==> config.mk <==
export PLATFORM = sky130hd
export DESIGN_NAME = spiclk_div
export DESIGN_NICKNAME = d
export VERILOG_FILES = /design/src/rtl/spiclk_pkg.sv /design/src/rtl/spiclk_rst_sync.sv /design/src/rtl/spiclk_cfg_reg.sv /design/src/rtl/spiclk_shadow.sv /design/src/rtl/spiclk_phase_ctr.sv /design/src/rtl/spiclk_wave.sv /design/src/rtl/spiclk_div.sv
export SDC_FILE = /design/constraint.sdc
export NUM_CORES = 1
export LEC_CHECK = 0
export ABC_AREA = 1
export BUFFER_PORTS_ARGS = -buffer_cell sky130_fd_sc_hd__buf_2
export CAP_MARGIN = 30
export CORE_AREA = 10 10 101 103
export DETAILED_ROUTE_END_ITERATION = 12
export DIE_AREA = 0 0 111 113
export SLEW_MARGIN = 20
export SYNTH_ARGS = -nofsm -noshare
export SYNTH_HDL_FRONTEND = slang
export SYNTH_SLANG_ARGS = --single-unit
==> constraint.sdc <==
create_clock -name clk -period 1.1 [get_ports clk]
set_input_delay 0.22 -clock clk [delete_from_list [all_inputs] [get_ports clk]]
set_output_delay 0.22 -clock clk [all_outputs]
set_load 0.02 [all_outputs]
==> src/rtl/spiclk_pkg.sv <==
package spiclk_pkg;
  localparam int unsigned CNT_W    = 6;
  localparam int unsigned REG_W    = 32;
  localparam int unsigned PC_LSB   = 0;
  localparam int unsigned HC_LSB   = CNT_W;
  localparam int unsigned IGN_LSB  = 2 * CNT_W;
  localparam int unsigned IDLE_BIT = REG_W - 3;
  localparam int unsigned SRC_BIT  = REG_W - 1;

  typedef logic [CNT_W-1:0] cnt_t;

  typedef struct packed {
    cnt_t term;   // last count of a period
    cnt_t hi;     // last count of the active phase
    logic idle;   // idle level of sck
  } timing_t;

  // Clamp the programmed fields: period count 0 acts as 1, active phase
  // always leaves at least one idle cycle.
  function automatic timing_t make_timing(cnt_t pc, cnt_t hc, logic idl);
    timing_t t;
    t.term = (pc == '0) ? cnt_t'(1) : pc;
    t.hi   = (hc >= t.term) ? cnt_t'(t.term - cnt_t'(1)) : hc;
    t.idle = idl;
    return t;
  endfunction
endpackage

==> src/rtl/spiclk_rst_sync.sv <==
module spiclk_rst_sync #(
  parameter int unsigned STAGES = 2
) (
  input  logic clk,
  input  logic arst_n,
  output logic rst_n
);
  logic [STAGES-1:0] sync_q;

  generate
    for (genvar s = 0; s < STAGES; s++) begin : g_stage
      always_ff @(posedge clk or negedge arst_n) begin
        if (!arst_n) sync_q[s] <= 1'b0;
        else if (s == 0) sync_q[s] <= 1'b1;
        else sync_q[s] <= sync_q[(s > 0) ? s - 1 : 0];
      end
    end
  endgenerate

  assign rst_n = sync_q[STAGES-1];
endmodule

==> src/rtl/spiclk_cfg_reg.sv <==
module spiclk_cfg_reg
  import spiclk_pkg::*;
(
  input  logic             clk,
  input  logic             rst_n,
  input  logic             wr_en,
  input  logic [REG_W-1:0] wr_data,
  output cnt_t             pc_q,
  output cnt_t             hc_q,
  output logic             idle_q,
  output logic             src_q
);
  cnt_t pc_d, hc_d;
  logic idle_d, src_d;
  logic unused_bits;

  // Bits outside the kept fields, including the ignored 6-bit field.
  assign unused_bits = ^{wr_data[REG_W-2], wr_data[IDLE_BIT-1:IGN_LSB+CNT_W],
                         wr_data[IGN_LSB +: CNT_W]};

  always_comb begin
    pc_d   = pc_q;
    hc_d   = hc_q;
    idle_d = idle_q;
    src_d  = src_q;
    if (wr_en) begin
      pc_d   = wr_data[PC_LSB +: CNT_W];
      hc_d   = wr_data[HC_LSB +: CNT_W];
      idle_d = wr_data[IDLE_BIT];
      src_d  = wr_data[SRC_BIT];
    end
  end

  always_ff @(posedge clk or negedge rst_n) begin
    if (!rst_n) begin
      pc_q   <= '0;
      hc_q   <= '0;
      idle_q <= 1'b0;
      src_q  <= 1'b0;
    end else begin
      pc_q   <= pc_d;
      hc_q   <= hc_d;
      idle_q <= idle_d;
      src_q  <= src_d;
    end
  end

  assert_src_follow_R11: assert property (@(posedge clk) disable iff (!rst_n)
    $past(wr_en) |-> (src_q == $past(wr_data[SRC_BIT])));
endmodule

==> src/rtl/spiclk_shadow.sv <==
module spiclk_shadow
  import spiclk_pkg::*;
(
  input  logic    clk,
  input  logic    rst_n,
  input  logic    running,
  input  timing_t live,
  output timing_t eff
);
  timing_t shadow_q, shadow_d;

  always_comb begin
    shadow_d = shadow_q;
    if (!running) shadow_d = live;
  end

  always_ff @(posedge clk or negedge rst_n) begin
    if (!rst_n) shadow_q <= '0;
    else        shadow_q <= shadow_d;
  end

  // While stopped the live fields drive the next start; while running the
  // captured copy is used.
  assign eff = running ? shadow_q : live;

  assert_frozen_R9: assert property (@(posedge clk) disable iff (!rst_n)
    (running && $past(running)) |-> $stable(shadow_q));

  assert_clamp_R4: assert property (@(posedge clk) disable iff (!rst_n)
    running |-> (shadow_q.hi < shadow_q.term));
endmodule

==> src/rtl/spiclk_phase_ctr.sv <==
module spiclk_phase_ctr
  import spiclk_pkg::*;
(
  input  logic clk,
  input  logic rst_n,
  input  logic run_req,
  input  cnt_t term,
  output logic act_q,
  output cnt_t cnt_q,
  output logic act_d,
  output cnt_t cnt_d
);
  logic at_end;

  assign at_end = (cnt_q == term);

  always_comb begin
    if (!act_q) begin
      act_d = run_req;
      cnt_d = '0;
    end else begin
      act_d = run_req || !at_end;
      cnt_d = at_end ? '0 : cnt_t'(cnt_q + cnt_t'(1));
    end
  end

  always_ff @(posedge clk or negedge rst_n) begin
    if (!rst_n) begin
      act_q <= 1'b0;
      cnt_q <= '0;
    end else begin
      act_q <= act_d;
      cnt_q <= cnt_d;
    end
  end

  assert_cnt_bound_R3: assert property (@(posedge clk) disable iff (!rst_n)
    act_q |-> (cnt_q <= term));

  assert_start_zero_R7: assert property (@(posedge clk) disable iff (!rst_n)
    $rose(act_q) |-> (cnt_q == '0));

  assert_stop_at_end_R8: assert property (@(posedge clk) disable iff (!rst_n)
    $fell(act_q) |-> ($past(cnt_q) == $past(term)));
endmodule

==> src/rtl/spiclk_wave.sv <==
module spiclk_wave
  import spiclk_pkg::*;
(
  input  logic clk,
  input  logic rst_n,
  input  logic act_d,
  input  cnt_t cnt_d,
  input  cnt_t hi,
  input  logic idle,
  output logic sck_q,
  output logic shift_q,
  output logic sample_q
);
  logic sck_d, shift_d, sample_d;
  logic [CNT_W:0] fall_at;

  assign fall_at = {1'b0, hi} + 1'b1;

  always_comb begin
    sck_d    = idle;
    shift_d  = 1'b0;
    sample_d = 1'b0;
    if (act_d) begin
      sck_d    = (cnt_d <= hi) ? ~idle : idle;
      shift_d  = (cnt_d == '0);
      sample_d = ({1'b0, cnt_d} == fall_at);
    end
  end

  always_ff @(posedge clk or negedge rst_n) begin
    if (!rst_n) begin
      sck_q    <= 1'b0;
      shift_q  <= 1'b0;
      sample_q <= 1'b0;
    end else begin
      sck_q    <= sck_d;
      shift_q  <= shift_d;
      sample_q <= sample_d;
    end
  end

  assert_strobe_excl_R5: assert property (@(posedge clk) disable iff (!rst_n)
    !(shift_q && sample_q));

  assert_shift_edge_R5: assert property (@(posedge clk) disable iff (!rst_n)
    shift_q |-> (sck_q != $past(sck_q)));

  assert_sample_edge_R5: assert property (@(posedge clk) disable iff (!rst_n)
    sample_q |-> (sck_q != $past(sck_q)));
endmodule

==> src/rtl/spiclk_div.sv <==
module spiclk_div
  import spiclk_pkg::*;
(
  input  logic             clk,
  input  logic             arst_n,
  input  logic             cfg_we,
  input  logic [REG_W-1:0] cfg_wdata,
  input  logic             xfer_en,
  output logic             sck,
  output logic             shift_stb,
  output logic             sample_stb,
  output logic             clk_running,
  output logic             clk_src_sel
);
  logic    rst_n;
  cnt_t    pc_q, hc_q;
  logic    idle_q;
  timing_t live, eff;
  logic    act_q, act_d;
  cnt_t    cnt_q, cnt_d;

  spiclk_rst_sync #(.STAGES(2)) u_rst (
    .clk(clk), .arst_n(arst_n), .rst_n(rst_n)
  );

  spiclk_cfg_reg u_cfg (
    .clk(clk), .rst_n(rst_n), .wr_en(cfg_we), .wr_data(cfg_wdata),
    .pc_q(pc_q), .hc_q(hc_q), .idle_q(idle_q), .src_q(clk_src_sel)
  );

  assign live = make_timing(pc_q, hc_q, idle_q);

  spiclk_shadow u_shadow (
    .clk(clk), .rst_n(rst_n), .running(act_q), .live(live), .eff(eff)
  );

  spiclk_phase_ctr u_ctr (
    .clk(clk), .rst_n(rst_n), .run_req(xfer_en), .term(eff.term),
    .act_q(act_q), .cnt_q(cnt_q), .act_d(act_d), .cnt_d(cnt_d)
  );

  spiclk_wave u_wave (
    .clk(clk), .rst_n(rst_n), .act_d(act_d), .cnt_d(cnt_d),
    .hi(eff.hi), .idle(eff.idle),
    .sck_q(sck), .shift_q(shift_stb), .sample_q(sample_stb)
  );

  assign clk_running = act_q;

  assert_idle_quiet_R6: assert property (@(posedge clk) disable iff (!rst_n)
    !clk_running |-> (!shift_stb && !sample_stb));
endmodule

==> reports/qor.yml, run 1 <==
min_period_over_period_pct: 250.2
globalplace.congestion: 0.8724
fmax_ghz: 0.3634
synth_seq_cells: 39
drive_above_1_share_pct: 48.17
endpoint: "u_wave.sck_q$_DFF_PN0_"
place_hpwl_mm: 4.822
ir_drop_mv: 1.855
postRouteAntennaNets: 0
fin_nets: 488
cts_buffer_depth: 2
viasPerCell: 4.451
hold_viol: 0
power.leakage_nw: 1.989
initialDrtViolationCount: 81
synth_edf_count: 0
first_pass_iters: 4
r2r.worst_path.cells: 20
crit_start: "u_cfg.pc_q[2]$_DFFE_PN0P_"
synth_warnings: 0
grt_pass1_vias: 2526
grt_pass1_wl_mm: 11.40
antenna_found_initial: 0
pin_count: 41
setup_ws_ns: -1.652
violations: "setup timing"
utilization_pct: 47.58
ys.flop_type: "dfrtp_1"
die_w_um: 111
synth_cells: 317
area_delta_synth_final_pct: 60.09
antennaDiodeCount: 0
required_ns: 1.29
p_per_area_mw_per_mm2: 2707
setup_violations: 20
arrival_ns: 2.94
dp_cells: 500
ys_seq_area_share_pct: 40.37
critPathLaunchType: "register"
cts_buffers: 5
wire_per_inst_um: 12.82
endpoint_kind: "register"
rrSetupSlack_ns: -1.65
die_h_um: 113
crit_chain: "buf_4 -> buf_6 -> buf_6 -> buf_6 -> nand2_4 -> nand2_2 -> nand2_1 -> nand2_1 -> nor2_2 -> nand3_4 -> nand2_8 -> inv_2 -> nand3_4 -> inv_2 -> ha_1 -> nand3_1 -> nor2_1 -> o32ai_1 -> nand2_1 -> xor2_1"
grt_max_degree: 38
slew_viol_final: 0
synth_area_mm2: 0.002417
path_clk_slew_ns: 0.08
rsz0062_at_grt: "true"
crit-reg2reg-launch: "u_cfg.pc_q[2]$_DFFE_PN0P_"
final_cells: 543
cp_slowest_cell: "dfrtp_1"
start_util_pct: 29.72
track_usage_pct: 10.80
cts_tree: "built"
power.total_mw: 10.48
yosysUniqueCellTypes: 28
status: "finished with violations"
num_vias: 2417
syn_avg_cell_area_um2: 7.626
drt_wl_total_mm: 6.959
cts_root_buf: "clkbuf_8"
preCtsSetupSlack_ns: -1.601
fp.dieArea_mm2: 0.01254
overflow: 0
finalCriticalPeriod_ns: 2.752
fp.coreArea_mm2: 0.008134
async_flop_share_pct: 100.0
hold_class: "in -> reg"
worstPathMaxFanout: 5
io_buffer_count: 22
numClockSinks: 39
clk_latency_ns: 0.30
whs_ns: 0.1204
drv_cap: 0
clock_skew_ns: 0.005946
syn_nets: 368
drc_errors: 0
h-tree-depth: 2
r2r-end: "u_wave.sck_q$_DFF_PN0_"
holdCritStartpoint: "cfg_wdata[0]"
critPathMaxStageDelay_ns: 0.43
path_class: "reg -> reg"
std_cell_rows: 33
==> where the power goes <==
group	internal, mW	switching [mW]	total (mW)
combinational	3.70	3.64	7.34
sequential	1.87	0.273	2.15
clock	0.444	0.543	0.987
==> synth_stat cells (all sizes together) (4+ instances only) <==
library cell,n,area share [%]
nand2,99,17
inv,48,7.5
nand3,43,9.1
dfrtp,39,40
nor2,23,4.1
o21ai,17,3.7
ha,15,7.8
xor2,6,2.2
clkbuf,5,0.78
a21oi,4,1.3
mux2,4,1.9
or2,4,1.0
==> how the worst min path moves through the flow <==
stage | end | depth (start not counted)
global placement | u_rst.sync_q[0]$_DFF_PN0_ | 1
global route | u_cfg.pc_q[2]$_DFFE_PN0P_ | 3
CTS | u_cfg.pc_q[2]$_DFFE_PN0P_ | 3
floorplan | u_rst.rst_n$_DFF_PN0_ | 0
finish | u_cfg.pc_q[0]$_DFFE_PN0P_ | 3
detailed placement | u_rst.sync_q[0]$_DFF_PN0_ | 1
==> state kept, by name (all words and copies together), names as in the netlist <==
| signal | cells |
|---|---|
| u_cfg.src_q | 1 |
| u_wave.shift_q | 1 |
| u_wave.sample_q | 1 |
| u_cfg.hc_q | 6 |
| u_rst.sync_q | 1 |
| u_ctr.act_q | 1 |
| u_wave.sck_q | 1 |
| u_rst.rst_n | 1 |
| u_cfg.idle_q | 1 |
| u_ctr.cnt_q | 6 |
| u_cfg.pc_q | 6 |
| u_shadow.shadow_q | 13 |
==> cell families (layout without fill, tap and decap cells) <==
family / Yosys count / after routing / share of synthesized area, %
other cells: 1 / 1 / 0.1551
flops: 39 / 39 / 40.37
mux: 4 / 4 / 1.863
fa+ha+maj: 15 / 15 / 7.764
simple gates: 172 / 173 / 32.25
xor+xnor: 7 / 7 / 2.536
compound gates: 24 / 24 / 5.901
buf+inv: 55 / 175 / 9.161
==> through the flow <==
stage / setup TNS (ns) / area [um^2]
floorplan: -9.185 / 2486
global placement: -11.49 / 3161
detailed placement: -12.07 / 3161
CTS: -14.09 / 3726
global route: -17.37 / 3870
finish: -15.27 / 3870
==> final cells by class <==
class,count,area [um^2]
multi-input combinational,224,1526
fill,737,4264
sequential,39,978.4
inverter,48,185.2
timing repair buffer,119,963.4
clock inverter,2,12.51
clock buffer,6,72.57
tap,105,131.4
==> cell usage in the layout, fill, tap and decap left out, types with 2 or more instances in the layout <==
master	synthesis	routed
buf_4	0	75
nand2_1	87	70
inv_1	45	38
dfrtp_1	39	37
nand3_1	42	29
nand2_2	9	25
buf_2	0	21
buf_6	2	18
nor2_1	20	14
o21ai_0	15	11
ha_1	15	11
inv_2	3	9
nand3_2	1	9
nor2_4	1	5
nand3_4	0	5
clkbuf_8	0	5
nor2_2	2	4
nand2_4	3	4
xor2_1	6	4
mux2_2	4	4
ha_4	0	4
o21ai_2	1	3
or2_2	4	3
nand4_1	3	3
o21ai_4	0	2
xor2_2	0	2
a21oi_1	3	2
buf_12	0	2
dfrtp_2	0	2
==> per-layer routing <==
metal | global-route usage (%) | part of all wire [%]
met5 | 0 | 0
met4 | 3.906 | 1.7
met3 | 1.743 | 3.1
met2 | 19.58 | 52
met1 | 12.51 | 44
==> critical path, delay by kind of cell, from the launching register on <==
kind | cells | cell delay (ns)
XOR/XNOR | 1 | 0.15
buffers and inverters | 6 | 0.56
AO/OA/AOI/OAI | 1 | 0.26
AND/OR/NAND/NOR | 11 | 0.95
flip-flops | 1 | 0.43
adder cells (fa/ha/maj) | 1 | 0.28
==> timing repair <==
action	CTS	global route
setup buffers	32	9
hold buffers	1	0
setup endpoints to repair	19	19
pin swaps	28	25
gates resized for setup	55	32
hold endpoints to repair	2	0
cloned	2	0
(Power assumes the default switching activity.)
==> run 2, diff against run 1 <==
--- a/config.mk
+++ b/config.mk
@@ -11,6 +11,7 @@
 export CORE_AREA = 10 10 101 103
 export DETAILED_ROUTE_END_ITERATION = 12
 export DIE_AREA = 0 0 111 113
+export REMOVE_ABC_BUFFERS = 1
 export SLEW_MARGIN = 20
 export SYNTH_ARGS = -nofsm -noshare
 export SYNTH_HDL_FRONTEND = slang
==> run 2 against run 1 <==
  * The run still ends with setup timing left
  * Sequential power barely moved
  * Clock power rose by 30%
  * Fmax rose by 1.0%
  * Via count fell by 0.17%
  * Largest power group unchanged
==> reports/qor.yml, run 2 (same netlist as run 1, synthesis figures left out) <==
status: "finished with violations"
violations: "setup timing"
drv_cap: 0  # unchanged
crit-reg2reg-launch: "u_cfg.pc_q[4]$_DFFE_PN0P_"
cts_root_buf: "clkbuf_8"
antennaDiodeCount: 0  # unchanged
setup_violations: 19  # -5.0%
rsz0062_at_grt: "true"
drc_errors: 0  # unchanged
crit_start: "u_cfg.pc_q[4]$_DFFE_PN0P_"
io_buffer_count: 22  # unchanged
clock_skew_ns: 0.007236  # +0.001289 ns
h-tree-depth: 2  # unchanged
layout_commonest_cell: "nand2_1"
die_w_um: 111  # unchanged
pin_count: 41  # unchanged
antenna_found_initial: 0  # unchanged
multi_input_area_mm2: 0.001509  # -1.1%
power.leakage_nw: 2.011  # +1.1%
fill_cells: 719  # -2.4%
path_class: "reg -> reg"
hold_class: "in -> reg"
num_vias: 2413  # -0.17%
cp_slowest_cell: "dfrtp_1"
p_per_area_mw_per_mm2: 2814  # +3.9%
fin_nets: 480  # -1.6%
drt_wl_total_mm: 7.220  # +3.8%
wire_per_inst_um: 13.50  # +5.3%
critPathMaxStageDelay_ns: 0.41  # -0.02 ns
fmax_ghz: 0.3672  # +1.0%
cts_buffers: 5  # unchanged
endpoint_kind: "register"
required_ns: 1.28  # about the same
postRouteAntennaNets: 0  # unchanged
finalCriticalPeriod_ns: 2.723  # -0.02848 ns
place_hpwl_mm: 4.901  # +1.7%
grt_pass1_wl_mm: 11.92  # +4.5%
initialDrtViolationCount: 156  # +93%
regMostFlops: "u_shadow.shadow_q"
first_pass_iters: 4  # unchanged
setup_ws_ns: -1.623  # +0.02848 ns
overflow: 0  # unchanged
dp_cells: 502  # +0.40%
power.total_mw: 10.91  # +4.1%
ir_drop_mv: 1.135  # -39%
slew_viol_final: 0  # unchanged
grt_max_degree: 26  # -32%
cts_tree: "built"
drive_above_1_share_pct: 47.44  # -0.73 points
fp.coreArea_mm2: 0.008134  # unchanged
fp.dieArea_mm2: 0.01254  # unchanged
rrSetupSlack_ns: -1.62  # +0.03 ns
final_cell_mix: "nand2_1 (72), buf_4 (58), dfrtp_1 (38), inv_1 (36), nand3_1 (29)"
worstPathMaxFanout: 7  # +2
globalplace.congestion: 0.8720  # about the same
largest_reg_flops: 13  # unchanged
crit_chain: "nor2_2 -> nand3_2 -> nand2_2 -> ha_4 -> inv_2 -> nand2_1 -> nand2_1 -> nand2_2 -> nand2_4 -> nand2_4 -> nand2_2 -> nand2_1 -> nand2_1 -> nand2_1 -> ha_4 -> a21oi_2 -> nor2_1 -> o32ai_2 -> nand2_1 -> xor2_1"
cpMostUsedCell: "nand2_1"
holdCritStartpoint: "cfg_wdata[0]"
cts_buffer_depth: 2  # unchanged
die_h_um: 113  # unchanged
hold_viol: 0  # unchanged
arrival_ns: 2.90  # -0.04 ns
start_util_pct: 29.72  # unchanged
numClockSinks: 39  # unchanged
finalSetupTns_ns: -14.37  # +0.9086 ns
track_usage_pct: 11.21  # +0.41 points
area_delta_synth_final_pct: 60.35
clk_latency_ns: 0.29  # about the same
path_clk_slew_ns: 0.08  # about the same
min_period_over_period_pct: 247.6  # -2.6 points
viasPerCell: 4.510  # +1.3%
critPathLaunchType: "register"
std_cell_rows: 33  # unchanged
grt_pass1_vias: 2541  # +0.59%
utilization_pct: 47.65  # +0.077 points
final_cells: 535  # -1.5%
ff_latch_area_um2: 977.2  # -0.13%
[run 2: path summary, 6_finish.rpt]
check | endpoint | cells after the start
max | u_wave.sck_q$_DFF_PN0_ | 20
min | u_cfg.pc_q[0]$_DFFE_PN0P_ | 3
max reg2reg | u_wave.sck_q$_DFF_PN0_ | 20
min reg2reg | u_cfg.hc_q[5]$_DFFE_PN0P_ | 1
max in group asynchronous | u_ctr.act_q$_DFF_PN0_ | 1
min in group asynchronous | u_cfg.hc_q[5]$_DFFE_PN0P_ | 1
[run 2: critical path, delay by kind of cell (launching register included)]
family / cells / cell delay, ns
AND/OR/NAND/NOR: 14 / 1.20
adder cells (fa/ha/maj): 2 / 0.45
buffers and inverters: 1 / 0.04
AO/OA/AOI/OAI: 2 / 0.38
XOR/XNOR: 1 / 0.15
flip-flops: 1 / 0.41
[run 2: repair_timing]
item,4_1_cts,5_1_grt
buffers inserted,16,11
setup endpoints to repair,19,20
cloned,1,0
hold buffers,1,0
endpoints found under the hold margin,2,0
pin swaps,20,15
gates resized for setup,62,50
[run 2: report_power, final]
part           internal [mW]  switching (mW)  total [mW]  leakage, nW
sequential              1.87           0.279        2.15        0.472
combinational           3.79            3.68        7.47         1.48
clock                  0.735           0.545        1.28       0.0612
total                   6.40            4.50        10.9         2.01
[run 2: cell type report]
class,count,area share (%)
Clock inverter,2,0.9038
Sequential cell,39,25.21
Timing Repair Buffer,112,24.47
Clock buffer,6,2.130
Multi-Input combinational cell,223,38.93
Inverter,48,4.971
Tap cell,105,3.389
[run 2: through the flow]
| stage | instance area [um^2] | setup slack, ns | hold slack, ns |
|---|---|---|---|
| 6_report | 3876 | -1.623 | 0.1259 |
| 5_1_grt | 3876 | -1.825 | 0.1412 |
| 4_1_cts | 3596 | -1.638 | 0.1307 |
| 3_5_place_dp | 3118 | -1.695 | 0.008900 |
| 3_3_place_gp | 3118 | -1.621 | 0.006907 |
| 2_1_floorplan | 2376 | -1.802 | -0.07559 |
[run 2: per-layer routing]
layer	wire, um	up-vias	global-route usage (%)
met2	3719	51	19.46
met5	0	-	0
li1	-	1223	-
met4	166	0	3.733
met3	261	15	2.483
met1	3073	1124	13.39
